File: src/rtl/fenv_pkg.sv
package fenv_pkg;

  localparam int HALF_W   = 16;
  localparam int OP_W     = 11;
  localparam int OFF_W    = 32;
  localparam int IMG_W    = 32;
  localparam int ENV_WORDS = 7;
  localparam int EIDX_W   = $clog2(ENV_WORDS);

  localparam logic [HALF_W-1:0] CTRL_DFLT = 16'h037F;
  localparam logic [HALF_W-1:0] STAT_DFLT = 16'h0000;
  localparam logic [HALF_W-1:0] TAG_DFLT  = 16'hFFFF;

  typedef struct packed {
    logic [HALF_W-1:0] ctrl;
    logic [HALF_W-1:0] stat;
    logic [HALF_W-1:0] tag;
    logic [OFF_W-1:0]  ip_off;
    logic [HALF_W-1:0] ip_sel;
    logic [OFF_W-1:0]  dp_off;
    logic [HALF_W-1:0] dp_sel;
    logic [OP_W-1:0]   opcode;
  } env_t;

  typedef enum logic [1:0] {
    ST_IDLE = 2'd0,
    ST_ENV  = 2'd1,
    ST_DATA = 2'd2
  } xfer_st_t;

endpackage

File: src/rtl/fenv_rst_sync.sv
module fenv_rst_sync (
  input  logic clk_i,
  input  logic rst_ni,
  output logic rst_n_o
);

  logic meta_q;
  logic sync_q;

  always_ff @(posedge clk_i or negedge rst_ni) begin
    if (!rst_ni) begin
      meta_q <= 1'b0;
      sync_q <= 1'b0;
    end else begin
      meta_q <= 1'b1;
      sync_q <= meta_q;
    end
  end

  assign rst_n_o = sync_q;

endmodule

File: src/rtl/fenv_opcode_track.sv
module fenv_opcode_track
  import fenv_pkg::*;
(
  input  logic            clk_i,
  input  logic            rst_ni,
  input  logic            init_i,
  input  logic            compat_i,
  input  logic            retire_i,
  input  logic [OP_W-1:0] retire_op_i,
  input  logic            retire_exc_i,
  output logic [OP_W-1:0] opcode_view_o
);

  logic [OP_W-1:0] op_q, op_d;
  logic            exc_q, exc_d;
  logic            upd_en;

  assign upd_en = init_i | retire_i;

  always_comb begin
    op_d  = op_q;
    exc_d = exc_q;
    if (init_i) begin
      op_d  = '0;
      exc_d = 1'b0;
    end else if (retire_i) begin
      op_d  = retire_op_i;
      exc_d = retire_exc_i;
    end
  end

  always_ff @(posedge clk_i or negedge rst_ni) begin
    if (!rst_ni) begin
      op_q  <= '0;
      exc_q <= 1'b0;
    end else if (upd_en) begin
      op_q  <= op_d;
      exc_q <= exc_d;
    end
  end

  // Reported only when compatibility is on or the last retire trapped
  assign opcode_view_o = (compat_i || exc_q) ? op_q : '0;

endmodule

File: src/rtl/fenv_state_regs.sv
module fenv_state_regs
  import fenv_pkg::*;
#(
  parameter int NUM_DREGS = 8,
  parameter int DREG_W    = 80,
  localparam int DIDX_W   = $clog2(NUM_DREGS)
) (
  input  logic                               clk_i,
  input  logic                               rst_ni,
  input  logic                               init_i,
  input  logic                               hold_i,
  input  logic                               ctrl_we_i,
  input  logic [HALF_W-1:0]                  ctrl_wdata_i,
  input  logic                               stat_we_i,
  input  logic [HALF_W-1:0]                  stat_wdata_i,
  input  logic                               tag_we_i,
  input  logic [HALF_W-1:0]                  tag_wdata_i,
  input  logic                               retire_i,
  input  logic [OFF_W-1:0]                   ip_off_i,
  input  logic [HALF_W-1:0]                  ip_sel_i,
  input  logic [OFF_W-1:0]                   dp_off_i,
  input  logic [HALF_W-1:0]                  dp_sel_i,
  input  logic                               dreg_we_i,
  input  logic [DIDX_W-1:0]                  dreg_idx_i,
  input  logic [DREG_W-1:0]                  dreg_wdata_i,
  output logic [HALF_W-1:0]                  ctrl_o,
  output logic [HALF_W-1:0]                  stat_o,
  output logic [HALF_W-1:0]                  tag_o,
  output logic [OFF_W-1:0]                   ip_off_o,
  output logic [HALF_W-1:0]                  ip_sel_o,
  output logic [OFF_W-1:0]                   dp_off_o,
  output logic [HALF_W-1:0]                  dp_sel_o,
  output logic [NUM_DREGS-1:0][DREG_W-1:0]   dregs_o
);

  logic [HALF_W-1:0] ctrl_q, ctrl_d, stat_q, stat_d, tag_q, tag_d;
  logic [OFF_W-1:0]  ip_off_q, ip_off_d, dp_off_q, dp_off_d;
  logic [HALF_W-1:0] ip_sel_q, ip_sel_d, dp_sel_q, dp_sel_d;
  logic              ctrl_en, stat_en, tag_en, ptr_en;

  assign ctrl_en = init_i | ctrl_we_i;
  assign stat_en = init_i | stat_we_i;
  assign tag_en  = init_i | tag_we_i;
  assign ptr_en  = init_i | retire_i;

  always_comb begin
    ctrl_d   = init_i ? CTRL_DFLT : ctrl_wdata_i;
    stat_d   = init_i ? STAT_DFLT : stat_wdata_i;
    tag_d    = init_i ? TAG_DFLT  : tag_wdata_i;
    ip_off_d = init_i ? '0 : ip_off_i;
    ip_sel_d = init_i ? '0 : ip_sel_i;
    dp_off_d = init_i ? '0 : dp_off_i;
    dp_sel_d = init_i ? '0 : dp_sel_i;
  end

  always_ff @(posedge clk_i or negedge rst_ni) begin
    if (!rst_ni) begin
      ctrl_q <= CTRL_DFLT;
    end else if (ctrl_en) begin
      ctrl_q <= ctrl_d;
    end
  end

  always_ff @(posedge clk_i or negedge rst_ni) begin
    if (!rst_ni) begin
      stat_q <= STAT_DFLT;
    end else if (stat_en) begin
      stat_q <= stat_d;
    end
  end

  always_ff @(posedge clk_i or negedge rst_ni) begin
    if (!rst_ni) begin
      tag_q <= TAG_DFLT;
    end else if (tag_en) begin
      tag_q <= tag_d;
    end
  end

  always_ff @(posedge clk_i or negedge rst_ni) begin
    if (!rst_ni) begin
      ip_off_q <= '0;
      ip_sel_q <= '0;
      dp_off_q <= '0;
      dp_sel_q <= '0;
    end else if (ptr_en) begin
      ip_off_q <= ip_off_d;
      ip_sel_q <= ip_sel_d;
      dp_off_q <= dp_off_d;
      dp_sel_q <= dp_sel_d;
    end
  end

  for (genvar g = 0; g < NUM_DREGS; g++) begin : g_dreg
    logic              wr_hit;
    logic              en;
    logic [DREG_W-1:0] val_q, val_d;

    assign wr_hit = dreg_we_i && !hold_i && (dreg_idx_i == DIDX_W'(g));
    assign en     = init_i | wr_hit;
    assign val_d  = init_i ? '0 : dreg_wdata_i;

    always_ff @(posedge clk_i or negedge rst_ni) begin
      if (!rst_ni) begin
        val_q <= '0;
      end else if (en) begin
        val_q <= val_d;
      end
    end

    assign dregs_o[g] = val_q;
  end

  assign ctrl_o   = ctrl_q;
  assign stat_o   = stat_q;
  assign tag_o    = tag_q;
  assign ip_off_o = ip_off_q;
  assign ip_sel_o = ip_sel_q;
  assign dp_off_o = dp_off_q;
  assign dp_sel_o = dp_sel_q;

endmodule

File: src/rtl/fenv_word_pack.sv
module fenv_word_pack
  import fenv_pkg::*;
(
  input  env_t              env_i,
  input  logic              real_i,
  input  logic [EIDX_W-1:0] idx_i,
  output logic [IMG_W-1:0]  word_o
);

  logic [IMG_W-1:0] ip_word, op_word, dp_word, ds_word;

  always_comb begin
    if (real_i) begin
      ip_word = {16'h0, env_i.ip_off[15:0]};
      op_word = {4'h0, env_i.ip_off[31:16], 1'b0, env_i.opcode};
      dp_word = {16'h0, env_i.dp_off[15:0]};
      ds_word = {4'h0, env_i.dp_off[31:16], 12'h000};
    end else begin
      ip_word = env_i.ip_off;
      op_word = {5'h00, env_i.opcode, env_i.ip_sel};
      dp_word = env_i.dp_off;
      ds_word = {16'h0, env_i.dp_sel};
    end
  end

  always_comb begin
    unique case (idx_i)
      3'd0:    word_o = {16'h0, env_i.ctrl};
      3'd1:    word_o = {16'h0, env_i.stat};
      3'd2:    word_o = {16'h0, env_i.tag};
      3'd3:    word_o = ip_word;
      3'd4:    word_o = op_word;
      3'd5:    word_o = dp_word;
      3'd6:    word_o = ds_word;
      default: word_o = '0;
    endcase
  end

endmodule

File: src/rtl/fenv_image_ser.sv
module fenv_image_ser
  import fenv_pkg::*;
#(
  parameter int NUM_DREGS = 8,
  parameter int DREG_W    = 80,
  parameter int ADDR_W    = 7
) (
  input  logic                          clk_i,
  input  logic                          rst_ni,
  input  logic                          compat_en_i,
  input  logic                          init_cmd_i,
  input  logic                          ctrl_we_i,
  input  logic [15:0]                   ctrl_wdata_i,
  input  logic                          stat_we_i,
  input  logic [15:0]                   stat_wdata_i,
  input  logic                          tag_we_i,
  input  logic [15:0]                   tag_wdata_i,
  input  logic                          retire_i,
  input  logic [10:0]                   retire_op_i,
  input  logic                          retire_exc_i,
  input  logic [31:0]                   retire_ip_off_i,
  input  logic [15:0]                   retire_ip_sel_i,
  input  logic [31:0]                   retire_dp_off_i,
  input  logic [15:0]                   retire_dp_sel_i,
  input  logic                          dreg_we_i,
  input  logic [$clog2(NUM_DREGS)-1:0]  dreg_idx_i,
  input  logic [DREG_W-1:0]             dreg_wdata_i,
  input  logic                          req_valid_i,
  input  logic                          req_save_all_i,
  input  logic                          req_real_i,
  output logic                          wr_valid_o,
  input  logic                          wr_ready_i,
  output logic [ADDR_W-1:0]             wr_addr_o,
  output logic [31:0]                   wr_data_o,
  output logic                          done_o,
  output logic                          busy_o
);

  localparam int DIDX_W        = $clog2(NUM_DREGS);
  localparam int BEATS_PER_REG = (DREG_W + IMG_W - 1) / IMG_W;
  localparam int PART_W        = (BEATS_PER_REG > 1) ? $clog2(BEATS_PER_REG) : 1;
  localparam int PAD_W         = BEATS_PER_REG * IMG_W;
  localparam logic [EIDX_W-1:0] ENV_LAST  = EIDX_W'(ENV_WORDS - 1);
  localparam logic [DIDX_W-1:0] DREG_LAST = DIDX_W'(NUM_DREGS - 1);
  localparam logic [PART_W-1:0] PART_LAST = PART_W'(BEATS_PER_REG - 1);

  logic rst_n;

  fenv_rst_sync u_rst (
    .clk_i  (clk_i),
    .rst_ni (rst_ni),
    .rst_n_o(rst_n)
  );

  // ---------------- stored state ----------------
  logic                             init_now;
  logic                             hold_dregs;
  env_t                             live_env;
  logic [NUM_DREGS-1:0][DREG_W-1:0] dregs;

  fenv_state_regs #(
    .NUM_DREGS(NUM_DREGS),
    .DREG_W   (DREG_W)
  ) u_regs (
    .clk_i       (clk_i),
    .rst_ni      (rst_n),
    .init_i      (init_now),
    .hold_i      (hold_dregs),
    .ctrl_we_i   (ctrl_we_i),
    .ctrl_wdata_i(ctrl_wdata_i),
    .stat_we_i   (stat_we_i),
    .stat_wdata_i(stat_wdata_i),
    .tag_we_i    (tag_we_i),
    .tag_wdata_i (tag_wdata_i),
    .retire_i    (retire_i),
    .ip_off_i    (retire_ip_off_i),
    .ip_sel_i    (retire_ip_sel_i),
    .dp_off_i    (retire_dp_off_i),
    .dp_sel_i    (retire_dp_sel_i),
    .dreg_we_i   (dreg_we_i),
    .dreg_idx_i  (dreg_idx_i),
    .dreg_wdata_i(dreg_wdata_i),
    .ctrl_o      (live_env.ctrl),
    .stat_o      (live_env.stat),
    .tag_o       (live_env.tag),
    .ip_off_o    (live_env.ip_off),
    .ip_sel_o    (live_env.ip_sel),
    .dp_off_o    (live_env.dp_off),
    .dp_sel_o    (live_env.dp_sel),
    .dregs_o     (dregs)
  );

  fenv_opcode_track u_op (
    .clk_i        (clk_i),
    .rst_ni       (rst_n),
    .init_i       (init_now),
    .compat_i     (compat_en_i),
    .retire_i     (retire_i),
    .retire_op_i  (retire_op_i),
    .retire_exc_i (retire_exc_i),
    .opcode_view_o(live_env.opcode)
  );

  // ---------------- transfer control ----------------
  xfer_st_t          st_q, st_d;
  env_t              snap_q;
  logic              snap_real_q, snap_all_q;
  logic [EIDX_W-1:0] eidx_q, eidx_d;
  logic [DIDX_W-1:0] didx_q, didx_d;
  logic [PART_W-1:0] part_q, part_d;
  logic [ADDR_W-1:0] addr_q, addr_d;
  logic              done_q, done_d;
  logic              accept, beat_hs, last_beat, cnt_en;

  assign accept  = (st_q == ST_IDLE) && req_valid_i;
  assign beat_hs = (st_q != ST_IDLE) && wr_ready_i;

  always_comb begin
    last_beat = 1'b0;
    if (beat_hs) begin
      if (st_q == ST_ENV) begin
        last_beat = (eidx_q == ENV_LAST) && !snap_all_q;
      end else if (st_q == ST_DATA) begin
        last_beat = (didx_q == DREG_LAST) && (part_q == PART_LAST);
      end
    end
  end

  assign init_now   = init_cmd_i || (last_beat && snap_all_q);
  assign hold_dregs = (st_q != ST_IDLE);
  assign cnt_en     = accept | beat_hs;

  always_comb begin
    st_d   = st_q;
    eidx_d = eidx_q;
    didx_d = didx_q;
    part_d = part_q;
    addr_d = addr_q;
    done_d = last_beat;
    if (accept) begin
      st_d   = ST_ENV;
      eidx_d = '0;
      didx_d = '0;
      part_d = '0;
      addr_d = '0;
    end else if (beat_hs) begin
      addr_d = addr_q + ADDR_W'(4);
      unique case (st_q)
        ST_ENV: begin
          if (eidx_q == ENV_LAST) begin
            st_d = snap_all_q ? ST_DATA : ST_IDLE;
          end else begin
            eidx_d = eidx_q + EIDX_W'(1);
          end
        end
        ST_DATA: begin
          if (part_q == PART_LAST) begin
            part_d = '0;
            if (didx_q == DREG_LAST) begin
              st_d = ST_IDLE;
            end else begin
              didx_d = didx_q + DIDX_W'(1);
            end
          end else begin
            part_d = part_q + PART_W'(1);
          end
        end
        default: st_d = ST_IDLE;
      endcase
    end
  end

  always_ff @(posedge clk_i or negedge rst_n) begin
    if (!rst_n) begin
      st_q   <= ST_IDLE;
      done_q <= 1'b0;
    end else begin
      st_q   <= st_d;
      done_q <= done_d;
    end
  end

  always_ff @(posedge clk_i or negedge rst_n) begin
    if (!rst_n) begin
      eidx_q <= '0;
      didx_q <= '0;
      part_q <= '0;
      addr_q <= '0;
    end else if (cnt_en) begin
      eidx_q <= eidx_d;
      didx_q <= didx_d;
      part_q <= part_d;
      addr_q <= addr_d;
    end
  end

  always_ff @(posedge clk_i or negedge rst_n) begin
    if (!rst_n) begin
      snap_q      <= '0;
      snap_real_q <= 1'b0;
      snap_all_q  <= 1'b0;
    end else if (accept) begin
      snap_q      <= live_env;
      snap_real_q <= req_real_i;
      snap_all_q  <= req_save_all_i;
    end
  end

  // ---------------- beat data ----------------
  logic [IMG_W-1:0] env_word;
  logic [PAD_W-1:0] dreg_padded;

  fenv_word_pack u_pack (
    .env_i (snap_q),
    .real_i(snap_real_q),
    .idx_i (eidx_q),
    .word_o(env_word)
  );

  assign dreg_padded = PAD_W'(dregs[didx_q]);

  assign wr_valid_o = (st_q != ST_IDLE);
  assign wr_addr_o  = addr_q;
  assign wr_data_o  = (st_q == ST_DATA) ? dreg_padded[part_q*IMG_W +: IMG_W] : env_word;
  assign done_o     = done_q;
  assign busy_o     = (st_q != ST_IDLE);

endmodule

File: config.mk
export PLATFORM = sky130hd
export DESIGN_NAME = fenv_image_ser
export DESIGN_NICKNAME = d
export VERILOG_FILES = /design/src/rtl/fenv_pkg.sv /design/src/rtl/fenv_rst_sync.sv /design/src/rtl/fenv_opcode_track.sv /design/src/rtl/fenv_state_regs.sv /design/src/rtl/fenv_word_pack.sv /design/src/rtl/fenv_image_ser.sv
export SDC_FILE = /design/constraint.sdc
export NUM_CORES = 2
export LEC_CHECK = 0
export ABC_AREA = 1
export BUFFER_PORTS_ARGS = -buffer_cell sky130_fd_sc_hd__buf_2
export CAP_MARGIN = 20
export CORE_ASPECT_RATIO = 1.1
export CORE_MARGIN = 3
export CORE_UTILIZATION = 46
export CTS_CLUSTER_DIAMETER = 40
export CTS_CLUSTER_SIZE = 16
export DETAILED_ROUTE_END_ITERATION = 7
export HOLD_SLACK_MARGIN = 0.1
export PLACE_DENSITY = 0.67
export SLEW_MARGIN = 10
export SYNTH_ARGS = -nofsm -noshare
export SYNTH_HDL_FRONTEND = slang
export SYNTH_SLANG_ARGS = --single-unit
File: constraint.sdc
create_clock -name clk_i -period 59.5 [get_ports clk_i]
set_input_delay 5.95 -clock clk_i [delete_from_list [all_inputs] [get_ports clk_i]]
set_output_delay 5.95 -clock clk_i [all_outputs]
set_load 0.005 [all_outputs]
* After elaboration in Yosys (flattened, before gate mapping)
Index checks and enable logic that the tools add are counted.
** Cells by class
- $add $sub $neg :: 4
- Order comparisons :: 1
- Equality and inequality tests :: 22
- Shift-type cells :: 1
- Muxes and demuxes :: 46
- Bitwise gates (word level) :: 13
- Reduce and logical (&&, ||, !) cells :: 33
** Operators with widths (count)
- $bmux W80 S3 :: 1
- $pmux W32 S7 :: 1
- $mux W32 :: 5
- $mux W80 :: 2
- $shiftx A96 B8 Y32 :: 1
- $mux W16 :: 5
- $mux W28 :: 2
- $mux W11 :: 3
- $mux W3 :: 9
- $eq A3 B3 Y1 const B :: 8
- $mux W2 :: 10
- $logic_and A1 B1 Y1 :: 14
- $mux W7 :: 2
- $or A1 B1 Y1 :: 13
- $eq A3 B2 Y1 const B :: 4
- $reduce_bool A2 Y1 :: 6
- $reduce_and A4 Y1 :: 2
- $add A7 B3 Y7 const B :: 1
- $add A3 B1 Y3 const B :: 2
- $eq A3 B1 Y1 const B :: 2
- $logic_not A3 Y1 :: 2
- $ne A3 B3 Y1 const B :: 2
- $mux W1 :: 5
- $reduce_and A5 Y1 :: 1
- other kinds (12) :: 17
** Word-level totals
- Register bits :: 973
- Output and inout bits :: 42
- Word-level logic and storage cells :: 155

* Depth between registers and ports, before layout
- Word-level depth :: 9
- Gate-level depth with buffers :: 12
- Depth with buffers taken out :: 10

* Cells and area by module
From an unflattened synthesis, not the netlist that was laid out.
** Second synthesis, totals
- Cell total of the unflattened synthesis :: 6741
- Area total of the unflattened synthesis :: 48783.0 sq um
** Modules (own cells, without submodules)
- fenv_state_regs :: instances 1, cells an instance 3556, area each 31457.7 sq um
- fenv_image_ser :: instances 1, cells an instance 2632, area each 14635.3 sq um
- fenv_word_pack :: instances 1, cells an instance 473, area each 2053.2 sq um
- fenv_opcode_track :: instances 1, cells an instance 77, area each 583.1 sq um
- fenv_rst_sync :: instances 1, cells an instance 3, area each 53.8 sq um

* Worst setup path before layout
OpenSTA, ideal clock, no wires.
- Path kind :: flip-flop to output port
- From :: register eidx_q[2]
- To :: output wr_data_o[18]
- Arrival time :: 1.872 ns
- Data required time :: 53.550 ns
- Path slack :: 51.678 ns
- Cell stages (with the launch flop) :: 10
- Buffers on the path :: 3
- Cells stage by stage :: dfrtp_1 > clkbuf_1 > inv_1 > ha_1 > buf_2 > inv_1 > a41oi_1 > clkbuf_1 > nand3_1 > nand2_1
** Between the ends
- Longest elaborated chain between the ends :: 3
** Ends and longest elaborated chain
- start, declared :: line fenv_image_ser.sv:108 : logic [EIDX_W-1:0] eidx_q, eidx_d;
- start signal, assigned :: line fenv_image_ser.sv:190 : eidx_q <= eidx_d;
- $eq A3 B3 Y1, or another cell as far along :: line fenv_word_pack.sv:27 : unique case (idx_i)
- $pmux W32 S7 * :: line fenv_word_pack.sv:27
- $mux W32 * :: line fenv_image_ser.sv:224 : assign wr_data_o = (st_q == ST_DATA) ? dreg_padded[part_q*IMG_W +: IMG_W] : env_word;
- end, declared :: line fenv_image_ser.sv:34 : output logic [31:0] wr_data_o,
Mark *: on every way between the ends. The rest lies on a longest branch, timed or not.

* Worst setup path in the final report
- From :: register didx_q[0]
- To :: output wr_data_o[15]
** Between the ends
- Longest elaborated chain between the ends :: 4
** Ends and longest elaborated chain
- start, declared :: line fenv_image_ser.sv:109 : logic [DIDX_W-1:0] didx_q, didx_d;
- start signal, assigned :: line fenv_image_ser.sv:191 : didx_q <= didx_d;
- $bmux W80 S3 :: line fenv_image_ser.sv:220 : assign dreg_padded = PAD_W'(dregs[didx_q]);
- $mux W80 (not written as such) :: line fenv_image_ser.sv:220
- $shiftx A96 B8 Y32 :: line fenv_image_ser.sv:224
- $mux W32 :: line fenv_image_ser.sv:224
Every way passes these cells. The select of a mux whose other input is x is not followed.

==> summary.txt <==
Clock tree
  – # hold bufs at CTS: 0
  – Clock-pin slew on the worst setup and hold paths: 0.06 ns
  – CTS tree: done
  – H-tree levels: 4
  – Clock buffer depth: 3
  – Root buffer cell: clkbuf_16
  – Clk_lat worst skew: 0.75 ns
  – Post-CTS setup buffers: 0
  – Num CTS Buffers: 138
  – Resized cells post-CTS: 0
  – Clock sink count: 971

Logic synthesis
  – Synthesis warning total: 0
  – Post-synth ARST share: 100%
  – Most used DFF post-synth: dfrtp_1
  – Post-synthesis sequential area ratio: 47.4%
  – Mean Syn Cell Area: 7.85 um^2
  – Synth cell types: 35
  – Synth Cell Area: 51300 um^2
  – FF+latch count, synth: 971
  – Xor/xnor cell area share of the yosys netlist: 0%
  – Adder and majority gate portion of the synthesized area: 0.195%
  – Post-synthesis cell count: 6534
  – Post-Synth Simple-Gate Area: 35.6%
  – Largest family of logic cells by synthesized area: simple AND/OR/NAND/NOR gates
  – Mux share of post-synthesis cell area: 0.0585%
  – Number of synthesized flops with an enable pin: 0
  – Synth Area in Compound Gates: 5.79%

Power and ir drop
  – Cell area power density: 35.8 nW/um^2
  – VDD IR-drop max: 0.0000313 V
  – Leak: 0.0280 uW

Die
  – Initial core utilization: 46.7%
  – I/O Pins: 294
  – Floorplan row count: 127
  – Chip width: 324 um
  – DIE AREA: 116000 um^2
  – Die H: 356 um
  – Core area: 110000 um^2

GRT
  – M1 GR Usage: 40.3%
  – Initial antenna violation count: 37
  – Grt peak-use layer: met2
  – Grt met3 use: 5.54%
  – Pin count of the biggest net entering global routing: 268
  – First-pass GRT wire length: 268000 um
  – Met2 usage in global routing: 45.2%
  – Vias in the first global route: 43488
  – Gr ovfl total: 0
  – Overall routing resource usage: 29.3%

Placement
  – RD Place Congestion: 0.839
  – Buffers on Ports: 291
  – Placed Cells: 7651
  – Hpwl dp: 94800 um

Min path
  – WHS Path Cells: 0
  – HP Class: reg -> reg

Cells and area
  – Share of layout cells above drive strength 1: 10.5%
  – P&R area growth vs syn: 9.78%
  – Fill count: 10461
  – Most frequent cells in the layout: nand2_1 (1607), nand4_1 (1284), dfrtp_1 (942)
  – Final Util: 51.3%
  – Most common cell after layout, fill and taps aside: nand2_1
  – Layout Nets: 6570
  – Final cell count without fillers: 7924

Timing
  – # setup viols final: 0
  – Skew final: 0.0236 ns
  – Fin crit share: 17.8%
  – Max_slew headroom: 24.4%
  – Fin crit period: 10.59 ns
  – Fin. Hold Viols: 0
  – Setup TNS: 0 ns
  – Fmax: 0.0944 GHz
  – Unrepaired setup endpoints after global routing: no
  – Final Max Tran Viols: 0
  – Actual slew at the worst max-slew pin: 1.13 ns

Detailed routing
  – Overall routed net length: 174000 um
  – Routed vias/inst: 6.00
  – DR WL/cell: 22.0 um
  – Drt pass-1 iters: 6
  – Via Count: 47556
  – Initial DRC count: 5959
  – DRT antenna net count: 0
  – DRC violations left: 0

Setup path
  – Startpoint Class: flip-flop
  – R2r setup slk: 53.53 ns
  – CP endpoint kind: primary output
  – Worst Setup Path Type: reg -> out
  – Crit Reg-Reg Endpoint: u_regs.g_dreg[0].val_q[57]$_DFFE_PN0P_
  – CP Capture Point: wr_data_o[15]
  – FF-to-FF Start: didx_q[0]$_DFFE_PN0P_
  – WP data required: 53.55 ns
  – Critical path peak fanout: 72
  – Reg2Reg Depth: 12
  – Critical Path AT: 4.64 ns
  – CP startpoint: didx_q[0]$_DFFE_PN0P_

Run
  – Max cap viols: 0

Run status
  – Status: finished, final reports clean
## critical path: stages, from the launching register on
cell	delay, ns
dfrtp_4	0.88
buf_4	0.84
buf_4	0.71
nand2_1	0.10
nand2_1	0.10
nand2_1	0.05
nand3_1	0.11
nand3_1	0.28
nand3_1	0.35
nand2_1	0.12
nand2_1	0.09
buf_2	0.16
## Yosys cell counts (all sizes together) (8+ instances only)
cell / instances / share of area (%)
nand2: 1611 / 12
o211ai: 23 / 0.34
buf: 265 / 4.0
ha: 8 / 0.20
dfstp: 25 / 1.3
nand3: 422 / 4.1
o21ai: 295 / 2.9
nand4: 1284 / 16
a22oi: 9 / 0.13
inv: 434 / 3.3
nor4: 8 / 0.33
nor2: 493 / 3.6
o221ai: 17 / 0.29
a32oi: 11 / 0.19
a21oi: 190 / 1.9
dfrtp: 946 / 46
clkbuf: 475 / 3.7
## power breakdown
group          switching [uW]  internal [uW]  total, uW  leakage (uW)
clock                     330            519        849       0.00231
sequential               42.5            731        774        0.0132
combinational             295           98.7        394        0.0125
## through the flow
stage          setup slack, ns  power (uW)  instance area, um^2  hold slack (ns)
2_1_floorplan            30.47        1030                51300            0.331
3_3_place_gp             49.64        1170                51500            0.338
3_5_place_dp             49.61        1170                51500            0.343
4_1_cts                  48.98        2020                56200            0.353
5_1_grt                  48.77        2100                56300            0.365
6_report                 48.91        2020                56300            0.352
## state kept, by name, summed over array words and instances (netlist names), 32 cells and up
| signal | flops |
|---|---|
| u_regs.ip_off_o | 32 |
| u_regs.g_dreg.val_q | 640 |
| snap_q | 155 |
| u_regs.dp_off_o | 32 |
## layer usage
| layer | wire length (um) | up-vias |
|---|---|---|
| met1 | 72000 | 22837 |
| met3 | 15300 | 398 |
| met5 | 112 | - |
| met4 | 7480 | 16 |
| met2 | 79400 | 2311 |
| li1 | - | 21994 |
## worst min path at each step
stage                                start                       to  slack [ns]
floorplan           u_rst.meta_q$_DFF_PN0_  u_rst.rst_n_o$_DFF_PN0_        0.33
global placement    u_rst.meta_q$_DFF_PN0_  u_rst.rst_n_o$_DFF_PN0_        0.34
detailed placement  u_rst.meta_q$_DFF_PN0_  u_rst.rst_n_o$_DFF_PN0_        0.34
CTS                 u_rst.meta_q$_DFF_PN0_  u_rst.rst_n_o$_DFF_PN0_        0.35
global route        u_rst.meta_q$_DFF_PN0_  u_rst.rst_n_o$_DFF_PN0_        0.37
finish              u_rst.meta_q$_DFF_PN0_  u_rst.rst_n_o$_DFF_PN0_        0.35
## cell families after synthesis
kind of cell / after synthesis
simple gates: 3821
buf+inv: 1176
flops: 971
compound gates: 553
fa+ha+maj: 8
mux: 3
other cells: 2
## area by class of cell
type,instances,area [um^2],share of cell area (%)
Clock inverter,81,1020,1.82
Antenna cell,19,47.5,0.0844
Multi-Input combinational cell,4388,21400,38.0
Inverter,436,1700,3.02
Timing Repair Buffer,375,2200,3.90
Tap cell,1483,1860,3.30
Sequential cell,971,24300,43.2
Clock buffer,171,3740,6.64
Power figures use the tool's default switching activity.
